==> src/rtl/pwrctl_pkg.sv <==
package pwrctl_pkg;

    localparam int unsigned WORD_W = 32;
    localparam logic [WORD_W-1:0] RESET_WORD = 32'h0000_C000;

    // bit positions inside the control word
    localparam int unsigned POS_UD    = 18;
    localparam int unsigned POS_ODSW  = 17;
    localparam int unsigned POS_ODEN  = 16;
    localparam int unsigned POS_VS    = 14;
    localparam int unsigned POS_ADC   = 13;
    localparam int unsigned POS_MRUD  = 11;
    localparam int unsigned POS_LPUD  = 10;
    localparam int unsigned POS_FPD   = 9;
    localparam int unsigned POS_BKP   = 8;
    localparam int unsigned POS_LVL   = 5;
    localparam int unsigned POS_PVDE  = 4;
    localparam int unsigned POS_CSBY  = 3;
    localparam int unsigned POS_CWK   = 2;
    localparam int unsigned POS_PDDS  = 1;
    localparam int unsigned POS_LPDS  = 0;

    typedef enum logic [1:0] {
        SRC_INT_OSC = 2'b00,
        SRC_EXT_OSC = 2'b01,
        SRC_PLL_A   = 2'b10,
        SRC_PLL_B   = 2'b11
    } clk_src_e;

    typedef struct packed {
        logic [1:0] udrive;
        logic [1:0] vscale;
        logic       adc_dc;
        logic       mr_ud;
        logic       lp_ud;
        logic       flash_pd;
        logic       bkp_wr;
        logic [2:0] pvd_lvl;
        logic       pvd_en;
        logic       pdds;
        logic       lpds;
    } plain_fields_t;

    function automatic logic src_allows_od(input logic [1:0] sel);
        return (sel == SRC_INT_OSC) || (sel == SRC_EXT_OSC);
    endfunction

    function automatic plain_fields_t unpack_fields(input logic [WORD_W-1:0] w);
        plain_fields_t f;
        f.udrive   = w[POS_UD+:2];
        f.vscale   = w[POS_VS+:2];
        f.adc_dc   = w[POS_ADC];
        f.mr_ud    = w[POS_MRUD];
        f.lp_ud    = w[POS_LPUD];
        f.flash_pd = w[POS_FPD];
        f.bkp_wr   = w[POS_BKP];
        f.pvd_lvl  = w[POS_LVL+:3];
        f.pvd_en   = w[POS_PVDE];
        f.pdds     = w[POS_PDDS];
        f.lpds     = w[POS_LPDS];
        return f;
    endfunction

    function automatic logic [WORD_W-1:0] pack_word(input plain_fields_t f,
                                                    input logic od_en,
                                                    input logic od_sw);
        logic [WORD_W-1:0] w;
        w = '0;
        w[POS_UD+:2]  = f.udrive;
        w[POS_ODSW]   = od_sw;
        w[POS_ODEN]   = od_en;
        w[POS_VS+:2]  = f.vscale;
        w[POS_ADC]    = f.adc_dc;
        w[POS_MRUD]   = f.mr_ud;
        w[POS_LPUD]   = f.lp_ud;
        w[POS_FPD]    = f.flash_pd;
        w[POS_BKP]    = f.bkp_wr;
        w[POS_LVL+:3] = f.pvd_lvl;
        w[POS_PVDE]   = f.pvd_en;
        w[POS_PDDS]   = f.pdds;
        w[POS_LPDS]   = f.lpds;
        return w;
    endfunction

endpackage

==> src/rtl/pwrctl_fields.sv <==
module pwrctl_fields
    import pwrctl_pkg::*;
(
    input  logic                 clk,
    input  logic                 rst,
    input  logic                 reload_i,
    input  logic                 wr_i,
    input  logic [WORD_W-1:0]    wdata_i,
    output plain_fields_t        fields_o,
    output logic                 clr_sby_o,
    output logic                 clr_wk_o
);

    localparam plain_fields_t FIELDS_INIT = unpack_fields(RESET_WORD);

    plain_fields_t fld_q;
    logic          sby_q, wk_q;

    // bits held elsewhere or reserved
    logic unused_wbits;
    assign unused_wbits = ^{wdata_i[WORD_W-1:20], wdata_i[POS_ODSW],
                            wdata_i[POS_ODEN], wdata_i[12]};

    always_ff @(posedge clk) begin
        if (rst || reload_i) begin
            fld_q <= FIELDS_INIT;
        end else if (wr_i) begin
            fld_q <= unpack_fields(wdata_i);
        end
    end

    always_ff @(posedge clk) begin
        if (rst || reload_i) begin
            sby_q <= 1'b0;
            wk_q  <= 1'b0;
        end else begin
            sby_q <= wr_i && wdata_i[POS_CSBY];
            wk_q  <= wr_i && wdata_i[POS_CWK];
        end
    end

    assign fields_o  = fld_q;
    assign clr_sby_o = sby_q;
    assign clr_wk_o  = wk_q;

    // with no write in a cycle, no clear pulse follows
    p_pulse_needs_write_r8: assert property (@(posedge clk) disable iff (rst)
        !wr_i |=> (!clr_sby_o && !clr_wk_o));

endmodule

==> src/rtl/pwrctl_od_seq.sv <==
module pwrctl_od_seq
    import pwrctl_pkg::*;
#(
    parameter bit          USE_SW_READY = 1'b1,
    parameter int unsigned STALL_CYCLES = 8
) (
    input  logic       clk,
    input  logic       rst,
    input  logic       reload_i,
    input  logic       stop_exit_i,
    input  logic       wr_i,
    input  logic       wr_en_bit_i,
    input  logic       wr_sw_bit_i,
    input  logic [1:0] sysclk_sel_i,
    input  logic       od_ready_i,
    input  logic       sw_ready_i,
    output logic       od_en_o,
    output logic       od_sw_o,
    output logic       stall_o
);

    localparam int unsigned CNT_W = (STALL_CYCLES > 1) ? $clog2(STALL_CYCLES) : 1;

    logic src_ok;
    logic en_q, sw_q, en_d, sw_d;
    logic sw_change;
    logic stall_q;

    assign src_ok = src_allows_od(sysclk_sel_i);

    always_comb begin
        en_d = en_q;
        sw_d = sw_q;
        if (stop_exit_i) begin
            en_d = 1'b0;
            sw_d = 1'b0;
        end else if (wr_i && src_ok) begin
            en_d = wr_en_bit_i;
            if (!wr_sw_bit_i)
                sw_d = 1'b0;
            else if (od_ready_i)
                sw_d = 1'b1;
        end
        if (!en_d)
            sw_d = 1'b0;
    end

    always_ff @(posedge clk) begin
        if (rst || reload_i) begin
            en_q <= 1'b0;
            sw_q <= 1'b0;
        end else begin
            en_q <= en_d;
            sw_q <= sw_d;
        end
    end

    assign sw_change = (sw_d != sw_q) && !reload_i;

    generate
        if (USE_SW_READY) begin : g_rdy
            always_ff @(posedge clk) begin
                if (rst || reload_i)
                    stall_q <= 1'b0;
                else if (sw_change)
                    stall_q <= 1'b1;
                else if (sw_ready_i)
                    stall_q <= 1'b0;
            end
        end else begin : g_cnt
            logic [CNT_W-1:0] cnt_q;
            logic unused_rdy;
            assign unused_rdy = sw_ready_i;
            always_ff @(posedge clk) begin
                if (rst || reload_i) begin
                    stall_q <= 1'b0;
                    cnt_q   <= '0;
                end else if (sw_change) begin
                    stall_q <= 1'b1;
                    cnt_q   <= CNT_W'(STALL_CYCLES - 1);
                end else if (stall_q) begin
                    if (cnt_q == '0)
                        stall_q <= 1'b0;
                    else
                        cnt_q <= cnt_q - 1'b1;
                end
            end
        end
    endgenerate

    assign od_en_o = en_q;
    assign od_sw_o = sw_q;
    assign stall_o = stall_q;

    // switch never set while enable is clear
    p_sw_needs_en_r6: assert property (@(posedge clk) disable iff (rst)
        od_sw_o |-> od_en_o);
    // stop exit clears both bits
    p_stop_clears_r7: assert property (@(posedge clk) disable iff (rst)
        stop_exit_i |=> (!od_en_o && !od_sw_o));
    // enable untouched when the clock source forbids it
    p_src_gate_r4: assert property (@(posedge clk) disable iff (rst)
        (!src_ok && !stop_exit_i && !reload_i) |=> $stable(od_en_o));
    // switch cannot rise while ready is low
    p_sw_ready_r5: assert property (@(posedge clk) disable iff (rst)
        (!od_sw_o && !od_ready_i) |=> !od_sw_o);
    // a rising switch bit is accompanied by stall
    p_stall_on_rise_r9: assert property (@(posedge clk) disable iff (rst)
        $rose(od_sw_o) |-> stall_o);

endmodule

==> src/rtl/pwrctl_reg.sv <==
module pwrctl_reg
    import pwrctl_pkg::*;
#(
    parameter int unsigned ADDR_W       = 4,
    parameter int unsigned REG_OFFSET   = 0,
    parameter bit          USE_SW_READY = 1'b1,
    parameter int unsigned STALL_CYCLES = 8
) (
    input  logic              clk,
    input  logic              rst,
    input  logic [ADDR_W-1:0] addr_i,
    input  logic              wr_en_i,
    input  logic [31:0]       wdata_i,
    output logic [31:0]       rdata_o,
    input  logic [1:0]        sysclk_sel_i,
    input  logic              od_ready_i,
    input  logic              od_sw_ready_i,
    input  logic              stop_exit_i,
    input  logic              standby_wake_i,
    output logic [1:0]        vscale_o,
    output logic [1:0]        udrive_o,
    output logic              adc_dc_o,
    output logic              mr_ud_o,
    output logic              lp_ud_o,
    output logic              flash_pd_o,
    output logic              bkp_wr_o,
    output logic [2:0]        pvd_lvl_o,
    output logic              pvd_en_o,
    output logic              pdds_o,
    output logic              lpds_o,
    output logic              od_en_o,
    output logic              od_sw_o,
    output logic              clk_stall_o,
    output logic              clr_sby_flag_o,
    output logic              clr_wake_flag_o
);

    localparam logic [ADDR_W-1:0] SEL_ADDR = ADDR_W'(REG_OFFSET);

    logic          sel, wr;
    plain_fields_t fld;

    assign sel = (addr_i == SEL_ADDR);
    assign wr  = wr_en_i && sel;

    pwrctl_fields u_fields (
        .clk       (clk),
        .rst       (rst),
        .reload_i  (standby_wake_i),
        .wr_i      (wr),
        .wdata_i   (wdata_i),
        .fields_o  (fld),
        .clr_sby_o (clr_sby_flag_o),
        .clr_wk_o  (clr_wake_flag_o)
    );

    pwrctl_od_seq #(
        .USE_SW_READY (USE_SW_READY),
        .STALL_CYCLES (STALL_CYCLES)
    ) u_od (
        .clk          (clk),
        .rst          (rst),
        .reload_i     (standby_wake_i),
        .stop_exit_i  (stop_exit_i),
        .wr_i         (wr),
        .wr_en_bit_i  (wdata_i[POS_ODEN]),
        .wr_sw_bit_i  (wdata_i[POS_ODSW]),
        .sysclk_sel_i (sysclk_sel_i),
        .od_ready_i   (od_ready_i),
        .sw_ready_i   (od_sw_ready_i),
        .od_en_o      (od_en_o),
        .od_sw_o      (od_sw_o),
        .stall_o      (clk_stall_o)
    );

    assign rdata_o = sel ? pack_word(fld, od_en_o, od_sw_o) : '0;

    assign vscale_o   = fld.vscale;
    assign udrive_o   = fld.udrive;
    assign adc_dc_o   = fld.adc_dc;
    assign mr_ud_o    = fld.mr_ud;
    assign lp_ud_o    = fld.lp_ud;
    assign flash_pd_o = fld.flash_pd;
    assign bkp_wr_o   = fld.bkp_wr;
    assign pvd_lvl_o  = fld.pvd_lvl;
    assign pvd_en_o   = fld.pvd_en;
    assign pdds_o     = fld.pdds;
    assign lpds_o     = fld.lpds;

    // reserved positions and write-one bits read zero
    p_rsvd_zero_r2: assert property (@(posedge clk) disable iff (rst)
        (rdata_o[31:20] == '0) && !rdata_o[12] && (rdata_o[3:2] == 2'b00));
    // standby wakeup reloads the reset pattern
    p_wake_reload_r10: assert property (@(posedge clk) disable iff (rst)
        standby_wake_i |=> (vscale_o == 2'b11 && !od_en_o && !pvd_en_o && !clk_stall_o));

endmodule

==> config.mk <==
export PLATFORM = sky130hd
export DESIGN_NAME = pwrctl_reg
export DESIGN_NICKNAME = d
export VERILOG_FILES = /design/src/rtl/pwrctl_pkg.sv /design/src/rtl/pwrctl_fields.sv /design/src/rtl/pwrctl_od_seq.sv /design/src/rtl/pwrctl_reg.sv
export SDC_FILE = /design/constraint.sdc
export NUM_CORES = 1
export LEC_CHECK = 0
export BUFFER_PORTS_ARGS = -buffer_cell sky130_fd_sc_hd__clkbuf_2
export CORE_UTILIZATION = 39
export DETAILED_ROUTE_END_ITERATION = 7
export GPL_TIMING_DRIVEN = 0
export PLACE_DENSITY = 0.82
export SYNTH_ARGS = -nofsm -noshare
export SYNTH_HDL_FRONTEND = slang
export SYNTH_HIERARCHICAL = 1
export SYNTH_SLANG_ARGS = --single-unit
==> constraint.sdc <==
create_clock -name clk -period 4.28 [get_ports clk]
set_input_delay 0.214 -clock clk [delete_from_list [all_inputs] [get_ports clk]]
set_output_delay 0.214 -clock clk [all_outputs]
set_load 0.02 [all_outputs]
==> impl_metrics.ini <==
[run_status]
status = completed

[yosys]
synth_seq_cells = 20
synthCells = 106
ys_top_cells_by_area = dfxtp_1 (38%), mux2i_1 (15%), buf_4 (11%), and2_2 (9.9%), nor2_1 (5.0%)
yosys.area.top_type = dfxtp_1
synth.most_common_cell = dfxtp_1
seq_area_frac_synth = 0.3787
yosys_warnings = 6
synthTopCellsByCount = dfxtp_1 (20), mux2i_1 (16), buf_4 (15)
async_flop_share = 0
synthFlopType = dfxtp_1
synth_enable_flop_cells = 0
syn_area_mm2 = 0.001057
synth_cell_types = 23
syn_area_per_cell_um2 = 9.974
yosysTopAreaCellShare = 0.3787

[timing]
fin_skew_ns = 0.0002286
hold_ws_ns = 0.1119
finalCriticalPeriod_ns = 1.653
rsz0062_at_grt = false
setup_tns_ns = 0
setup_violations = 0
hold_violations = 0
slew_violations = 0
worst_slack_ns = 2.627
fmax_mhz = 604.9
min_period_over_period = 0.3863

[cts]
clk_root_buffer_cell = clkbuf_4
cts_buffers = 3
ctsHtreeMaxLevel = 1
cts_tree = built
worstSkewPairLatency_ns = 0.29
cts_resized = 0
cts_max_path_buffers = 2
cts_hold_buf = 0
post_cts_buffers = 0
cts.sinks = 20
cts.clk_slew.worst_paths_ns = 0.11

[global_routing]
grt_max_degree = 13
grt_pass1_wl_um = 3132
track_usage = 0.1497
grt_overflow = 0
grt_pass1_vias = 786
antenna_found_initial = 0

[routing]
ant_nets = 0
viasPerCell = 4.367
first_pass_iters = 4
vias = 965
drtIter0Drc = 10
drcViolationCount = 0
drt-total-wl_um = 2170
routedWlPerCell_um = 9.819

[die]
core_area_mm2 = 0.002522
die_w_um = 54.07
die_area_mm2 = 0.002923
num_rows = 18
top_level_ports = 97
initial_core_util = 0.4191
die_h_um = 54.07

[worst_setup_path]
slowest_delay_ns = 0.46
crit_chain = clkbuf_2, nor4_4, and2_2, nor2b_4, nand4b_1, o32a_1, a211oi_1
critPathLaunchType = primary input
crit_path_end_kind = flip-flop
cp.arrival_ns = 1.87
slowest_stage = nor4_4
path_max_fanout = 9
cp_data_required_time_ns = 4.49
worstSetupPathType = primary input to flip-flop

[pwr]
ir_worst_vdd_mv = 0.2196
power.leakage_uw = 0.0007731
power.density_mw_per_mm2 = 255.8

[placed_design]
portBuffers = 67
routabilityCongestion = 0.6469
hpwlAfterDp_um = 1835
pre_cts_slack_ns = 2.288
place_area_mm2 = 0.001483

[final_layout]
postLayoutCellArea_mm2 = 0.001535
fin_util = 0.6086
n_antenna_cell = 0
areaGrowthSynthToFinish_pct = 45.21
fin_nets = 237
drive_gt1_frac = 0.5759

[worst_hold_path]
hp-class = primary input to flip-flop

[run]
cap_viol_max_count = 0
-- critical path: cells and delay by family --
| family | cells | cell delay (ns) |
|---|---|---|
| AOI/OAI and AO/OA | 2 | 0.53 |
| buffers and inverters | 1 | 0.10 |
| and+or+nand+nor | 4 | 1.03 |
-- final timing paths --
kind	from	end	slack (ns)	depth (start not counted)
max	addr_i[1]	u_od/stall_o	2.63	7
max reg2reg	u_od/od_sw_o	u_od/stall_o	3.27	2
min reg2reg	u_fields/fields_o[12]	u_fields/fields_o[12]	0.52	2
min	stop_exit_i	u_od/od_en_o	0.11	2
-- power by group --
group	leakage (uW)	switching (uW)	internal (uW)	total, uW
sequential	0.000161	0.452	187	187
combinational	0.000584	27.9	26.0	53.9
clock	0.0000279	56.9	94.5	151
-- cell families after synthesis --
logic type      share of synthesized area
mux                                0.1515
simple gates                       0.2686
compound gates                    0.02959
buf+inv                            0.1680
other cells                      0.003547
flops                              0.3787
-- final cells by class --
class	instances	area [um^2]
clock buffers	3	22.52
inverters	3	11.26
fillers	224	987.2
flip-flops and latches	20	400.4
repair buffers	67	335.3
well taps	30	37.54
multi-input cells	78	531.8
plain buffers	19	166.4
clock inverters	1	30.03
-- per-stage QoR --
step / total power (uW) / instances
6_report: 392.6 / 221
5_1_grt: 410.8 / 221
2_1_floorplan: 225.8 / 120
3_3_place_gp: 244.4 / 217
4_1_cts: 399.7 / 221
3_5_place_dp: 245.4 / 217
-- sequential cells by signal, indices dropped and copies added, names as in the netlist --
register	cells
u_fields/fields_o	15
u_od/stall_o	1
u_od/od_en_o	1
u_od/od_sw_o	1
u_fields/clr_wk_o	1
u_fields/clr_sby_o	1
-- metal layers --
metal	up-vias	routed length, um	GRT usage
met5	-	0	0
met1	431	814	0.1597
met4	0	14	0.06410
li1	488	-	-
met3	2	171	0.03390
met2	44	1169	0.2778
-- cell usage in the layout (no fill, tap or decap), types with 2 or more instances in the layout --
cell / netlist / routed
nor2_1: 14 / 14
clkbuf_4: 0 / 3
and3_2: 2 / 2
dfxtp_1: 20 / 20
and2_1: 4 / 4
and2_2: 14 / 14
buf_4: 15 / 15
conb_1: 1 / 15
buf_6: 3 / 3
clkbuf_2: 0 / 67
mux2i_1: 16 / 16
nand2_1: 2 / 2
inv_1: 3 / 3
No activity file was read; power rests on OpenSTA's default activity.
